## config.mk

```make
export PLATFORM = sky130hd
export DESIGN_NAME = ldu_interlock
export DESIGN_NICKNAME = d
export VERILOG_FILES = /design/src/rtl/ldu_pkg.sv /design/src/rtl/ldu_src_cmp.sv /design/src/rtl/ldu_stall_guard.sv /design/src/rtl/ldu_front_ctl.sv /design/src/rtl/ldu_interlock.sv
export SDC_FILE = /design/constraint.sdc
export NUM_CORES = 1
export LEC_CHECK = 0
export BUFFER_PORTS_ARGS = -buffer_cell sky130_fd_sc_hd__clkbuf_2
export CORE_AREA = 2 2 39 41
export DETAILED_ROUTE_END_ITERATION = 10
export DIE_AREA = 0 0 41 43
export PLACE_DENSITY_LB_ADDON = 0.1
export SLEW_MARGIN = 20
export SYNTH_ARGS = -nofsm -noshare
export SYNTH_HDL_FRONTEND = slang
export SYNTH_SLANG_ARGS = --single-unit
```

## constraint.sdc

```tcl
create_clock -name clk -period 1.3 [get_ports clk]
set_input_delay 0.26 -clock clk [delete_from_list [all_inputs] [get_ports clk]]
set_output_delay 0.26 -clock clk [all_outputs]
set_load 0.05 [all_outputs]
```

## src/rtl/ldu_pkg.sv

```systemverilog
package ldu_pkg;
  typedef struct packed {
    logic pc_en;
    logic ifid_en;
    logic idex_clr;
    logic ifid_flush;
  } front_ctl_t;
endpackage

```

## src/rtl/ldu_src_cmp.sv

```systemverilog
module ldu_src_cmp #(
  parameter int REG_W = 5
) (
  input  logic [REG_W-1:0] src,
  input  logic             used,
  input  logic [REG_W-1:0] dst,
  output logic             hit
);
  always_comb hit = used && (src == dst);
endmodule

```

## src/rtl/ldu_stall_guard.sv

```systemverilog
module ldu_stall_guard (
  input  logic clk,
  input  logic rst_n,
  input  logic raw_hit,
  output logic stall
);
  logic stall_q;

  // a hit is honoured only out of reset and not right after a stall
  always_comb stall = rst_n && raw_hit && !stall_q;

  always_ff @(posedge clk) begin
    if (!rst_n) stall_q <= 1'b0;
    else        stall_q <= stall;
  end
endmodule

```

## src/rtl/ldu_front_ctl.sv

```systemverilog
module ldu_front_ctl
  import ldu_pkg::*;
(
  input  logic       rst_n,
  input  logic       stall,
  input  logic       branch_taken,
  output front_ctl_t ctl
);
  always_comb begin
    ctl.pc_en      = !stall;
    ctl.ifid_en    = !stall;
    ctl.idex_clr   = stall;
    // branch operands are stale while waiting on a load
    ctl.ifid_flush = rst_n && branch_taken && !stall;
  end
endmodule

```

## src/rtl/ldu_interlock.sv

```systemverilog
module ldu_interlock
  import ldu_pkg::*;
#(
  parameter int REG_W = 5
) (
  input  logic             clk,
  input  logic             rst_n,
  input  logic             ex_is_load,
  input  logic [REG_W-1:0] ex_dst,
  input  logic [REG_W-1:0] id_src_a,
  input  logic [REG_W-1:0] id_src_b,
  input  logic             id_use_a,
  input  logic             id_use_b,
  input  logic             id_branch_taken,
  output logic             pc_en,
  output logic             ifid_en,
  output logic             idex_ctrl_clr,
  output logic             ifid_flush
);
  localparam int NUM_SRC = 2;

  logic [NUM_SRC-1:0][REG_W-1:0] src_vec;
  logic [NUM_SRC-1:0]            use_vec;
  logic [NUM_SRC-1:0]            hit_vec;
  logic                          raw_hit;
  logic                          stall;
  front_ctl_t                    ctl;

  always_comb begin
    src_vec[0] = id_src_a;
    src_vec[1] = id_src_b;
    use_vec[0] = id_use_a;
    use_vec[1] = id_use_b;
  end

  for (genvar g = 0; g < NUM_SRC; g++) begin : g_src
    ldu_src_cmp #(.REG_W(REG_W)) u_cmp (
      .src  (src_vec[g]),
      .used (use_vec[g]),
      .dst  (ex_dst),
      .hit  (hit_vec[g])
    );
  end

  // register 0 is hardwired and never carries a pending load
  always_comb raw_hit = ex_is_load && (ex_dst != '0) && (|hit_vec);

  ldu_stall_guard u_guard (
    .clk     (clk),
    .rst_n   (rst_n),
    .raw_hit (raw_hit),
    .stall   (stall)
  );

  ldu_front_ctl u_front (
    .rst_n        (rst_n),
    .stall        (stall),
    .branch_taken (id_branch_taken),
    .ctl          (ctl)
  );

  always_comb begin
    pc_en         = ctl.pc_en;
    ifid_en       = ctl.ifid_en;
    idex_ctrl_clr = ctl.idex_clr;
    ifid_flush    = ctl.ifid_flush;
  end
endmodule

```

==> run_results.csv, run 1 <==
group,metric,value,unit
status,status,"finished with violations",
status,failed_checks,"setup timing",
cells_and_area,fin_nets,76,
setup_path,crit_path_max_incr_delay,0.24,ns
logic_synthesis,synth_nets,46,
logic_synthesis,synth_common_cells,"xnor2_1, nand2_1, and3_1, nand4_1",
timing,setup_viol,5,
cells_and_area,diodes,0,
setup_path,crit_required,1.04,ns
die,start_util,0.1347,
logic_synthesis,synth_top_family_by_area,"XOR/XNOR gates",
timing,finalCritPeriodShare,1.289,
timing,final_max_slew_viol_count,0,
cells_and_area,largest_register_ffs,1,
logic_synthesis,synth-adder-area-share,0,
pwr,p_leak,0.2447,nW
cells_and_area,design_area,531.8,µm²
cells_and_area,area_growth,185.2,%
timing,max_slew.worst_pin.slew,0.3289,ns
die,num_rows,14,
cts,hold_buffers,0,
logic_synthesis,synth_seq_cells,1,
logic_synthesis,synthCells,25,
global_routing,grt.total_usage,0.07808,
logic_synthesis,synth-compound-area-share,0.06040,
routing,remaining_drc_errors,0,
setup_path,endpoint,"pc_en",
global_routing,antenna_found_initial,0,
timing,max_freq,596.7,MHz
logic_synthesis,synth-xor-area-share,0.4698,
global_routing,grt-ovfl-total,0,
setup_path,crit-reg2reg-capture,"u_guard.stall_q$_SDFF_PN0_",
logic_synthesis,synthTopCellsByArea,"xnor2_1, dfxtp_1, and3_1",
setup_path,crit_cells,8,
pwr,p_clk_frac,0,
global_routing,grt_pass1_wl,1021,µm
timing,fin_crit,1.676,ns
timing,rsz0062_at_grt,"yes",
pwr,p_seq_frac,0.179,
routing,drt-vias-per-instance,4.000,
routing,wl_per_cell,10.07,µm
logic_synthesis,ys_types,12,
logic_synthesis,ys_warn_count,0,
cells_and_area,finish.utilization,0.3843,
setup_path,startpoint_type,"input port",
cells_and_area,drive_gt1_frac,0.7736,
logic_synthesis,ys_seq_area_frac,0.1074,
global_routing,grt_max_degree,5,
logic_synthesis,muxShareOfSynthArea,0,
setup_path,rr_worst_depth,2,
logic_synthesis,ys.flop_type,"dfxtp_1",
setup_path,critPathTopFamily,"buffers and inverters",
setup_path,crit_type,"input port to primary output",
logic_synthesis,ys_async_sr_fraction,0,
worst_hold_path,hp-class,"input port to flip-flop",
setup_path,crit_buf_inv,4,
logic_synthesis,synth_top_cell_area_share,0.4698,
flow_run,drv_cap,0,
logic_synthesis,yosysMostFrequentCell,"xnor2_1",
pwr,power_density,335.1,nW/µm²
setup_path,worst_path_max_delay_cell,"o22ai_2",
setup_path,path_max_fanout,3,
setup_path,cp-startpoint,"ex_dst[1]",
global_routing,grt_pass1_vias,260,
setup_path,crit_path_end_kind,"primary output",
place,io_buffers,24,
pwr,vdd_drop_max,0.1875,mV
die,die_area,1763,µm²
setup_path,r2r_setup_slack,0.41,ns
worst_hold_path,hold_depth,2,
routing,drt_first_pass_iters,1,
die,die_h,43,µm
setup_path,critPathArrivalTime,1.42,ns
logic_synthesis,synth_area_per_cell,7.457,µm²
timing,hold_viol_final,0,
place,dpl_cell_area,385.4,µm²
setup_path,reg2reg_from,"u_guard.stall_q$_SDFF_PN0_",
pwr,p_int,0.1163,mW
pwr,power_switching_share,0.3475,
pwr,p_switching,0.06192,mW
cts,insertion_delay,0,ns
timing,hold_slack,0.5746,ns
place,routabilityCongestion,0.5178,
die,io_pins,25,
die,die_width,41,µm
logic_synthesis,synth_edf_count,0,
timing,skew,0,ns
timing,slew_headroom,0.7805,
routing,num_vias,276,
cts,cts.clk_slew.worst_paths,0,ns
logic_synthesis,synth-simple-area-share,0.3221,
logic_synthesis,yosysTopAreaCell,"xnor2_1",
timing,setup_slack,-0.3760,ns
routing,drt_iter0_drc,0,
timing,tns,-1.504,ns
cells_and_area,top_regs,"u_guard.stall_q: 1 flops",
die,fp.coreArea,1384,µm²
pwr,p_comb_frac,0.821,
cells_and_area,max_flop_register,"u_guard.stall_q",
routing,ant_nets,0,
place,hpwl,553.8,µm
setup_path,worstPathCellList,"clkbuf_2, buf_4, xnor2_2, nand4_1, o22ai_2, buf_6, nand3_4, clkbuf_16",
logic_synthesis,synth_area,186.4,µm²
routing,drt_wl_total,695,µm
[through the flow]
stage	setup WS [ns]	power [mW]	cells
detailed placement	-0.5021	0.1421	68
global route	-0.4608	0.1896	69
floorplan	-0.2696	0.08869	25
finish	-0.3760	0.1782	69
CTS	-0.3898	0.1662	68
global placement	-0.5055	0.1440	68
[worst min path at each step]
stage / from / end / slack (ns)
finish: rst_n / u_guard.stall_q$_SDFF_PN0_ / 0.57
global route: rst_n / u_guard.stall_q$_SDFF_PN0_ / 0.61
CTS: rst_n / u_guard.stall_q$_SDFF_PN0_ / 0.58
detailed placement: rst_n / u_guard.stall_q$_SDFF_PN0_ / 0.57
global placement: rst_n / u_guard.stall_q$_SDFF_PN0_ / 0.58
floorplan: rst_n / u_guard.stall_q$_SDFF_PN0_ / 0.41
[cell families after synthesis]
| logic type | count (synthesis) |
|---|---|
| simple gates | 11 |
| xor+xnor | 10 |
| compound gates | 2 |
| flops | 1 |
| buf+inv | 1 |
[cell type report]
| type | count | area, µm² |
|---|---|---|
| timing repair buffer | 29 | 237.7 |
| tap | 16 | 20.02 |
| multi-input combinational | 23 | 254.0 |
| sequential | 1 | 20.02 |
| fill | 139 | 852.1 |
[power groups by stage]
stage	registers, mW	clock network [mW]	logic, mW
6_report	0.0319	0	0.146
5_1_grt	0.0319	0	0.158
4_1_cts	0.0319	0	0.134
3_5_place_dp	0.0318	0	0.110
3_3_place_gp	0.0318	0	0.112
2_1_floorplan	0.0318	0	0.0569
[worst register-to-register path, delay by kind of cell (launching register included)]
| kind | cells | cell delay, ns |
|---|---|---|
| simple gates | 2 | 0.54 |
| flops | 1 | 0.30 |
[routing by layer]
layer	part of all wire	vias to the layer above	track usage
li1	-	143	-
met1	0.37	116	0.09873
met2	0.51	17	0.1406
met3	0.12	0	0.01047
met4	0	0	0
met5	0	-	0
[placed cells by master (no fill, tap or decap), drive strengths merged]
cell type | synthesis | final
nor2 | 1 | 1
nand3 | 1 | 1
dfxtp | 1 | 1
buf | 1 | 9
nand4 | 2 | 2
or4 | 1 | 1
a21oi | 1 | 1
o22ai | 1 | 1
and3 | 2 | 2
xnor2 | 10 | 10
nand2 | 3 | 3
clkbuf | 0 | 20
nor3b | 1 | 1
[what timing repair did]
item | in CTS | in global routing
pin swaps | 9 | 7
hold endpoints to repair | 0 | 0
buffers inserted | 0 | 1
gates resized for setup | 20 | 7
endpoints found under the setup margin | 5 | 5
(Power assumes the default switching activity.)
==> inputs of run 2 (changes only) <==
Settings changed: CORE_AREA 2 2 39 41 to 4 4 41 43, DIE_AREA 0 0 41 43 to 0 0 45 47, PLACE_DENSITY from default to 0.46, PLACE_DENSITY_LB_ADDON 0.1 to default, RECOVER_POWER from default to 50.
==> run 2 against run 1 <==
  * The flow still finishes with violations (setup timing)
  * Via count shrank 5.1%
  * Final area shrank 0.47%
  * Combinational power is essentially flat
  * Fmax grew 1.3%
  * Worst hold slack gained 0.013 ns
  * Total power shrank 1.2%
  * Sequential power is essentially flat
  * Sequential cell count is the same
  * Sequential share of layout area is essentially flat
  * Clock skew is the same
  * Core utilization grew 2.2 points
  * Routed wire length grew 13%
  * Critical path type unchanged
  * Largest power group unchanged
==> run_results.csv, run 2 (synthesis results as in run 1) <==
group,metric,value,unit
global_routing,grt_pass1_vias,264,
die,fp.coreArea,1301,µm²
timing,setup_viol,5,
setup_path,crit_path_end_kind,"primary output",
routing,met2_length,506,µm
cts,hold_buffers,0,
setup_path,critPathArrivalTime,1.39,ns
timing,slew_headroom,0.7797,
cells_and_area,largest_register_ffs,1,
routing,drt_first_pass_iters,1,
worst_hold_path,hp-class,"input port to flip-flop",
cells_and_area,drive_gt1_frac,0.7500,
routing,remaining_drc_errors,0,
cts,insertion_delay,0,ns
setup_path,reg2reg_from,"u_guard.stall_q$_SDFF_PN0_",
die,die_area,2115,µm²
pwr,p_leak,0.2420,nW
place,routabilityCongestion,0.7297,
timing,finalCritPeriodShare,1.273,
die,io_pins,25,
setup_path,crit_required,1.04,ns
pwr,power_density,332.6,nW/µm²
cells_and_area,diodes,0,
routing,wl_per_cell,11.76,µm
place,io_buffers,24,
die,start_util,0.1433,
cells_and_area,fin_cells,67,
global_routing,grt_pass1_wl,1248,µm
cells_and_area,top_regs,"u_guard.stall_q: 1 flops",
cells_and_area,fin_nets,75,
cts,cts.clk_slew.worst_paths,0,ns
routing,top_layer,"met3",
timing,hold_viol_final,0,
setup_path,path_max_fanout,4,
routing,m1WireLength,276,µm
routing,drt_wl_total,788,µm
status,status,"finished with violations",
timing,rsz0062_at_grt,"yes",
cells_and_area,max_flop_register,"u_guard.stall_q",
pwr,vdd_drop_max,0.1591,mV
status,failed_checks,"setup timing",
place,pre_cts_slack,-0.5059,ns
die,die_h,47,µm
timing,skew,0,ns
routing,drt-vias-per-instance,3.910,
timing,final_max_slew_viol_count,0,
routing,ant_nets,0,
place,numPlacedInstances,67,
global_routing,grt_max_degree,5,
routing,num_vias,262,
worst_hold_path,hold_depth,2,
timing,setup_slack,-0.3550,ns
global_routing,grt-ovfl-total,0,
worst_hold_path,min_to,"u_guard.stall_q$_SDFF_PN0_",
setup_path,rr_worst_depth,2,
timing,fin_crit,1.655,ns
timing,max_slew.worst_pin.slew,0.3301,ns
timing,hold_slack,0.5871,ns
routing,met3_length,5,µm
global_routing,grt.total_usage,0.07486,
cells_and_area,area_growth,183.9,%
worst_hold_path,hp-start,"rst_n",
global_routing,antenna_found_initial,0,
cells_and_area,final_cell_mix,"clkbuf_2, xnor2_1, buf_6, xnor2_2",
setup_path,crit-reg2reg-capture,"u_guard.stall_q$_SDFF_PN0_",
timing,max_freq,604.2,MHz
die,num_rows,13,
setup_path,r2r_setup_slack,0.39,ns
setup_path,startpoint_type,"input port",
pwr,total_power,0.1760,mW
cells_and_area,final_common_cell,"clkbuf_2",
routing,drt_iter0_drc,0,
die,die_width,45,µm
flow_run,drv_cap,0,
setup_path,crit_type,"input port to primary output",
run 2: changes by cell type in the layout (fill, tap and decap cells not counted):
cell,change
buf_8,-1
buf_6,+1
buf_4,-2
xnor2_1,+1
xnor2_2,-1
clkbuf_16,+1
run 2: metrics by stage:
stage                       util  area [µm²]  setup TNS (ns)
after floorplan                -       230.2         -0.8829
after global placement    0.2952       384.1          -1.891
after detailed placement  0.2952       384.1          -1.897
after CTS                 0.3663       476.7          -1.682
after global routing      0.4067       529.3          -1.737
final                     0.4067       529.3          -1.454
run 2: worst max path at each step:
stage,startpoint,end,slack (ns),cells past startpoint
after floorplan,ex_dst[1],pc_en,-0.27,5
after global placement,ex_dst[1],idex_ctrl_clr,-0.49,6
after detailed placement,ex_dst[1],idex_ctrl_clr,-0.51,6
after CTS,ex_dst[3],idex_ctrl_clr,-0.42,6
after global routing,ex_dst[2],ifid_en,-0.43,8
final,ex_dst[1],idex_ctrl_clr,-0.35,6
run 2: repair_timing:
action / 4_1_cts / 5_1_grt
setup endpoints to repair: 5 / 5
buffers inserted: 0 / 0
hold endpoints to repair: 0 / 0
gates resized for setup: 16 / 12
pin swaps: 6 / 9
run 2: where the power goes:
part | switching, mW | internal (mW)
Clock | 0 | 0
Sequential | 0.000234 | 0.0317
Combinational | 0.0617 | 0.0825
run 2: final cells by class:
class | instances | area (µm²)
sequential | 1 | 20.02
fill | 133 | 772.0
tap | 15 | 18.77
timing repair buffer | 28 | 244.0
multi-input combinational | 23 | 246.5
run 2: metal layers:
layer / track usage / up-vias
li1: - / 141
met1: 0.1129 / 120
met2: 0.1271 / 1
met3: 0 / 0
met4: 0 / 0
met5: 0 / -
run 2: critical path, cell delays in order:
cell and delay, ns:
buf_6 0.09, or4_4 0.53, nor2_4 0.11, nor3b_4 0.07, and3_4 0.16, clkbuf_16 0.16
